## config.mk

```make
export PLATFORM = sky130hd
export DESIGN_NAME = cop_watchdog
export DESIGN_NICKNAME = d
export VERILOG_FILES = /design/src/rtl/cop_pkg.sv /design/src/rtl/cop_prescaler.sv /design/src/rtl/cop_counter.sv /design/src/rtl/cop_disable.sv /design/src/rtl/cop_watchdog.sv
export SDC_FILE = /design/constraint.sdc
export NUM_CORES = 1
export LEC_CHECK = 0
export BUFFER_PORTS_ARGS = -buffer_cell sky130_fd_sc_hd__buf_4
export CORE_MARGIN = 3
export CORE_UTILIZATION = 38
export CTS_CLUSTER_SIZE = 28
export DETAILED_ROUTE_END_ITERATION = 10
export GPL_TIMING_DRIVEN = 1
export PLACE_DENSITY = 0.59
export SETUP_SLACK_MARGIN = 0.3
export SYNTH_ARGS = -nofsm -noshare
export SYNTH_HDL_FRONTEND = slang
export SYNTH_SLANG_ARGS = --single-unit
```

## constraint.sdc

```tcl
create_clock -name clk -period 2.1 [get_ports clk]
set_clock_uncertainty 0.15 [all_clocks]
set_input_delay 0.105 -clock clk [delete_from_list [all_inputs] [get_ports clk]]
set_output_delay 0.105 -clock clk [all_outputs]
set_load 0.005 [all_outputs]
```

## src/rtl/cop_pkg.sv

```systemverilog
package cop_pkg;
  // Combinational disable decode from mode and high-voltage flags.
  function automatic logic cop_off_f(input logic mon, input logic brk,
                                     input logic hvr, input logic hvi);
    return (mon && (hvr || hvi)) || (brk && hvr);
  endfunction
endpackage

```

## src/rtl/cop_prescaler.sv

```systemverilog
module cop_prescaler #(
  parameter int PRE_W  = 13,
  parameter int CLR_LO = 4
) (
  input  logic             clk,
  input  logic             rst_n,
  input  logic             svc,
  output logic             tick,
  output logic [PRE_W-1:0] pre_q
);
  localparam logic [PRE_W-1:0] KEEP = PRE_W'((1 << CLR_LO) - 1);

  logic [PRE_W-1:0] pre_inc;
  assign pre_inc = pre_q + 1'b1;

  always_ff @(posedge clk) begin
    if (!rst_n)   pre_q <= '0;
    else if (svc) pre_q <= pre_inc & KEEP;
    else          pre_q <= pre_inc;
  end

  assign tick = &pre_q;

  AST_TICK_WRAP: assert property (@(posedge clk) disable iff (!rst_n)
    tick |=> (pre_q == '0));
  AST_SVC_HIGH_ZERO: assert property (@(posedge clk) disable iff (!rst_n)
    svc |=> ((pre_q & ~KEEP) == '0));
  AST_SVC_LOW_RUNS: assert property (@(posedge clk) disable iff (!rst_n)
    svc |=> (pre_q[CLR_LO-1:0] == CLR_LO'($past(pre_q[CLR_LO-1:0]) + 1'b1)));
endmodule

```

## src/rtl/cop_counter.sv

```systemverilog
module cop_counter #(
  parameter int WDT_W = 6
) (
  input  logic             clk,
  input  logic             rst_n,
  input  logic             svc,
  input  logic             adv,
  output logic             ovf_q,
  output logic [WDT_W-1:0] wdt_q
);
  always_ff @(posedge clk) begin
    if (!rst_n) begin
      wdt_q <= '0;
      ovf_q <= 1'b0;
    end else begin
      ovf_q <= 1'b0;
      if (svc) begin
        wdt_q <= '0;
      end else if (adv) begin
        wdt_q <= wdt_q + 1'b1;
        ovf_q <= &wdt_q;
      end
    end
  end

  AST_SVC_CLEARS: assert property (@(posedge clk) disable iff (!rst_n)
    svc |=> (wdt_q == '0));
  AST_ADV_STEP: assert property (@(posedge clk) disable iff (!rst_n)
    (adv && !svc) |=> (wdt_q == WDT_W'($past(wdt_q) + 1'b1)));
  AST_HOLD_IDLE: assert property (@(posedge clk) disable iff (!rst_n)
    (!adv && !svc) |=> $stable(wdt_q));
  AST_OVF_ONE_CYCLE: assert property (@(posedge clk) disable iff (!rst_n)
    ovf_q |=> !ovf_q);
  AST_OVF_WRAPPED: assert property (@(posedge clk) disable iff (!rst_n)
    ovf_q |-> (wdt_q == '0));
endmodule

```

## src/rtl/cop_disable.sv

```systemverilog
module cop_disable
  import cop_pkg::*;
(
  input  logic mon,
  input  logic brk,
  input  logic hvr,
  input  logic hvi,
  output logic off
);
  assign off = cop_off_f(mon, brk, hvr, hvi);

  always_comb begin
    if (!mon && !brk)
      AST_NO_MODE_NO_OFF: assert (!off);
    if (mon && hvi)
      AST_MON_IRQ_OFF: assert (off);
  end
endmodule

```

## src/rtl/cop_watchdog.sv

```systemverilog
module cop_watchdog #(
  parameter int PRE_W  = 13,
  parameter int CLR_LO = 4,
  parameter int WDT_W  = 6,
  parameter int ADDR_W = 16
) (
  input  logic              clk,
  input  logic              rst_n,
  input  logic              bus_wr,
  input  logic [ADDR_W-1:0] bus_addr,
  input  logic              mon_mode,
  input  logic              brk_mode,
  input  logic              hv_rst_pin,
  input  logic              hv_irq_pin,
  output logic              cop_rst_req
);
  localparam logic [ADDR_W-1:0] SVC_ADDR = '1;

  logic             svc, tick, off, ovf_q;
  logic [PRE_W-1:0] pre_q;
  logic [WDT_W-1:0] wdt_q;

  assign svc = bus_wr && (bus_addr == SVC_ADDR);

  cop_prescaler #(.PRE_W(PRE_W), .CLR_LO(CLR_LO)) u_pre (
    .clk(clk), .rst_n(rst_n), .svc(svc), .tick(tick), .pre_q(pre_q)
  );

  cop_disable u_dis (
    .mon(mon_mode), .brk(brk_mode), .hvr(hv_rst_pin), .hvi(hv_irq_pin), .off(off)
  );

  cop_counter #(.WDT_W(WDT_W)) u_cnt (
    .clk(clk), .rst_n(rst_n), .svc(svc), .adv(tick && !off),
    .ovf_q(ovf_q), .wdt_q(wdt_q)
  );

  assign cop_rst_req = ovf_q && !off;

  AST_SVC_WINS: assert property (@(posedge clk) disable iff (!rst_n)
    (svc && tick) |=> (wdt_q == '0));
  AST_OTHER_ADDR: assert property (@(posedge clk) disable iff (!rst_n)
    (bus_wr && bus_addr != SVC_ADDR && !tick) |=> $stable(wdt_q));
  AST_OFF_FREEZE: assert property (@(posedge clk) disable iff (!rst_n)
    (off && !svc) |=> (wdt_q == $past(wdt_q)));
  AST_REQ_SINGLE: assert property (@(posedge clk) disable iff (!rst_n)
    cop_rst_req |=> !cop_rst_req);
endmodule

```

# Word level (Yosys, flattened, before mapping)
# Cells that the tools add are included.
# Widths: inputs -> output; s select.
[totals]
elab_cells = 21
output_inout_bits = 1
ff_bits = 20
inputBits = 23
[classes]
add_sub_neg = 2
eq_ne = 1
n_reduce_logical = 12
bitwise = 2
[op_table]
columns = ["op", "count"]
rows = [
  ["$eq 16x16->1 const B", 1],
  ["$add 13x1->13 const B", 1],
  ["$reduce_and 13->1", 1],
  ["$add 6x1->6 const B", 1],
  ["$reduce_and 6->1", 1],
  ["$logic_and 1x1->1", 5],
  ["$reduce_or 3->1", 1],
  ["$logic_or 1x1->1", 2],
  ["$not 1->1", 2],
  ["$reduce_or 2->1", 1],
  ["$logic_not 1->1", 1],
]

# Longest topological paths before layout
[depth]
depth_word = 7
depth_mapped = 6
ltp_nobuf = 5

# Hierarchy
# From an unflattened synthesis, not the netlist that was laid out.
[hier_totals]
hier_cells = 101
area_unflattened_um2 = 917.1
[modules_own_cells]
columns = ["module", "cells_each", "n_inst", "area_per_inst_um2"]
rows = [
  ["cop_prescaler", 62, 1, 574.3],
  ["cop_counter", 28, 1, 274.0],
  ["cop_watchdog", 8, 1, 56.3],
  ["cop_disable", 3, 1, 12.5],
]

# Least setup slack after synthesis
# Ideal clock, no wire load.
[synth_timing]
path_type = "register -> register"
startpoint = "reg u_pre.pre_q[0]"
endpoint = "reg u_cnt.wdt_q[2]"
required_time_ns = 1.879
path_stages_with_launch = 7
t_arrival_ns = 1.632
setup_time_ns = 0.071
setup_slack_ns = 0.247
period_less_slack_ns = 1.853
cell_sequence = "dfxtp_1 > ha_1 > and4_4 > nand4_4 > buf_6 > or4_1 > a21oi_1"
[synth_via]
elab_chain_len = 2
[synth_lines]
columns = ["element", "line", "rtl"]
rows = [
  ["from (decl)", "cop_prescaler.sv:9", "output logic [PRE_W-1:0] pre_q"],
  ["from (signal assigned)", "cop_prescaler.sv:18", "else if (svc) pre_q <= pre_inc & KEEP;"],
  ["from (signal assigned)", "cop_prescaler.sv:19", "else pre_q <= pre_inc;"],
  ["$reduce_and 13->1", "cop_prescaler.sv:22", "assign tick = &pre_q;"],
  ["$logic_and 1x1->1", "cop_watchdog.sv:34", ".clk(clk), .rst_n(rst_n), .svc(svc), .adv(tick && !off),"],
  ["to (signal assigned)", "cop_counter.sv:20", "wdt_q <= wdt_q + 1'b1;"],
  ["to (decl)", "cop_counter.sv:9", "output logic [WDT_W-1:0] wdt_q"],
]
# No other way between the ends.
# A chain may end at the register's enable or synchronous reset.

# Final worst setup path
[layout_timing]
startpoint = "reg u_pre.pre_q[0]"
endpoint = "reg u_cnt.wdt_q[5]"
# Same word-level chain as after synthesis.

==> flow_metrics.py <==
metrics = {
    "route": {
        "drt_wl_total_um": 1880,
        "drc_errors": 0,
        "wl_per_cell_um": 11.5,
        "antenna_left": 0,
        "firstDrtPassIters": 4,
        "drtIter0Drc": 13,
        "vias": 842,
        "vias_per_cell": 5.17,
    },
    "floorplan": {
        "die_w_um": 55.7,
        "dieArea_um2": 3100,
        "coreArea_um2": 2280,
        "ios": 24,
        "die_h_um": 55.7,
        "start_util_pct": 41.2,
        "rows": 17,
    },
    "yosys": {
        "synth_ff_type": "dfxtp_1",
        "synth_commonest_cells": "dfxtp_1, nor2_1, xor2_1",
        "synthCells": 101,
        "synth_edf_count": 0,
        "synth_top_area_share_pct": 42.7,
        "synth_seq_cells": 20,
        "yosysMostFrequentCell": "dfxtp_1",
        "synth_nets": 126,
        "synth_warnings": 0,
        "synth_top_cell_by_area": "dfxtp_1",
        "netlist_area_um2": 938,
        "synth.yosys.seq_area_share_pct": 42.7,
        "yosysUniqueCellTypes": 27,
        "synth_area_leaders": "dfxtp_1, xor2_1, nand4_1",
        "ys_async_sr_fraction_pct": 0,
        "syn_area_per_cell_um2": 9.29,
    },
    "sta": {
        "worst_pin_slew_ns": 0.498,
        "fin_tns_setup_ns": 0,
        "max_slew_margin_pct": 66.6,
        "period_share_pct": 82.4,
        "grt_setup_unrepaired": "no",
        "max_freq_ghz": 0.578,
        "slew_viol_final": 0,
        "setup_violations": 0,
        "min_period_ns": 1.73,
        "hold_violations": 0,
    },
    "final_layout": {
        "syn_to_final_growth_pct": 34.4,
        "fillers": 198,
        "drive_gt1_share_pct": 33.3,
        "multi_input_area_um2": 544,
        "fin_nets": 162,
        "antenna_cells": 0,
        "ff_latch_area_um2": 409,
        "fin_area_um2": 1260,
    },
    "power": {
        "power_mw": 0.616,
        "swShare_pct": 20.7,
        "pwr_density_cell_nw_per_um2": 488,
        "p_seq_share_pct": 63.3,
        "p_comb_share_pct": 9.2,
        "p_clk_share_pct": 27.6,
        "ir_drop_v": 0.000327,
        "p_int_mw": 0.489,
        "p_leak_nw": 0.496,
        "p_switching_mw": 0.127,
    },
    "clock_network": {
        "numCtsBuffers": 3,
        "cts-htree-levels": 1,
        "cts.sinks": 20,
        "clkTransAtPathRegs_ns": 0.10,
        "cts_tree": "yes",
        "clock_path_buffers": 2,
        "clockRootBuffer": "clkbuf_4",
        "clk-insertion-delay-late_ns": 0.29,
    },
    "worst_setup_path": {
        "rrSetupSlack_ns": 0.37,
        "cp.arrival_ns": 1.81,
        "cp.required_ns": 2.18,
        "critPathLaunchType": "flip-flop",
        "critical_path_class": "flip-flop to flip-flop",
        "endpoint_kind": "flip-flop",
        "path_max_fanout": 6,
    },
    "placed_design": {
        "post-dp-hpwl_um": 1380,
        "placed_area_um2": 1160,
        "gp_congestion": 0.723,
        "place.port_buffers": 23,
    },
    "grt": {
        "overflow": 0,
        "grt_pass1_wl_um": 3160,
        "grt_usage_pct": 12.4,
        "grt_max_degree": 17,
        "antenna_found_initial": 0,
        "grt_pass1_vias": 749,
    },
    "flow_run": {
        "cap_violations": 0,
    },
    "hold_path": {
        "hp-class": "input port to flip-flop",
    },
    "status": {
        "outcome": "finished, final reports clean",
    },
}
## per-layer routing
metal | track usage [%] | wire [um] | share of wire (%) | vias to the layer above
met4 | 2.08 | 0 | 0 | 0
met5 | 0 | 0 | 0 | -
met3 | 4.41 | 113 | 6.0 | 0
met1 | 15.3 | 877 | 47 | 370
li1 | - | - | - | 446
met2 | 21.1 | 886 | 47 | 26
## layout by cell type, fill, tap and decap left out, drive strengths merged
cell type	n
dlygate4sd3	1
dfxtp	20
buf	31
o21a	1
nor2	9
o31ai	4
nor2b	2
nor3	1
nand4	9
and2	5
xor2	8
or3	2
nand3	5
xnor2	3
clkbuf	3
o21ai	4
o2111ai	2
nand2	5
or4	5
a21oi	7
ha	2
inv	2
and4	4
## flip-flops by register name (all words and copies together), names as in the netlist
signal	cells
u_pre.pre_q	13
u_cnt.wdt_q	6
u_cnt.ovf_q	1
## timing repair
item                                    CTS  global route
endpoints found under the setup margin    5             6
cloned                                    1             0
hold endpoints to repair                  4             0
hold buffers                              1             0
setup buffers                             2             4
gates resized for setup                   1             4
pin swaps                                 2             0
## final cells by class
cell class | count | area share, %
Multi-Input combinational cell | 78 | 43.2
Sequential cell | 20 | 32.4
Timing Repair Buffer | 32 | 19.2
Tap cell | 28 | 2.78
Clock buffer | 3 | 1.79
Inverter | 2 | 0.595
## per-stage QoR
step	utilization (%)	setup slack (ns)	std cells	hold WS, ns
final	55.4	0.369	163	0.0858
after global routing	55.4	0.303	163	0.119
after CTS	53.7	0.306	159	0.0692
after detailed placement	51.0	0.254	152	0.201
after global placement	51.0	0.299	152	0.196
after floorplan	-	0.334	101	0.0766
## critical path, cell delays in order, from the launching register on
cell	delay, ns
dfxtp_4	0.38
ha_4	0.13
and4_4	0.25
nand4_4	0.11
or4_1	0.52
a21oi_1	0.14
## cell families after synthesis
| family | count (synthesis) | share of synthesized area [%] |
|---|---|---|
| simple gates | 46 | 30.1 |
| flops | 20 | 42.7 |
| compound gates | 18 | 11.7 |
| xor+xnor | 11 | 10.3 |
| buf+inv | 4 | 2.53 |
| fa+ha+maj | 2 | 2.67 |
## path summary, 6_finish.rpt
kind	startpoint	to	depth (start not counted)
worst max-delay path	u_pre.pre_q[0]	u_cnt.wdt_q[5]	5
worst min-delay path	brk_mode	u_cnt.wdt_q[1]	4
worst max register to register	u_pre.pre_q[0]	u_cnt.wdt_q[5]	5
worst min register to register	u_pre.pre_q[0]	u_pre.pre_q[0]	1
## power groups by stage
stage	logic, mW	clock network, mW	registers, mW
floorplan	0.0155	0	0.399
global placement	0.0509	0	0.399
detailed placement	0.0520	0	0.400
CTS	0.0534	0.183	0.391
global route	0.0616	0.199	0.391
finish	0.0564	0.170	0.390
No activity file was read; power rests on OpenSTA's default activity.
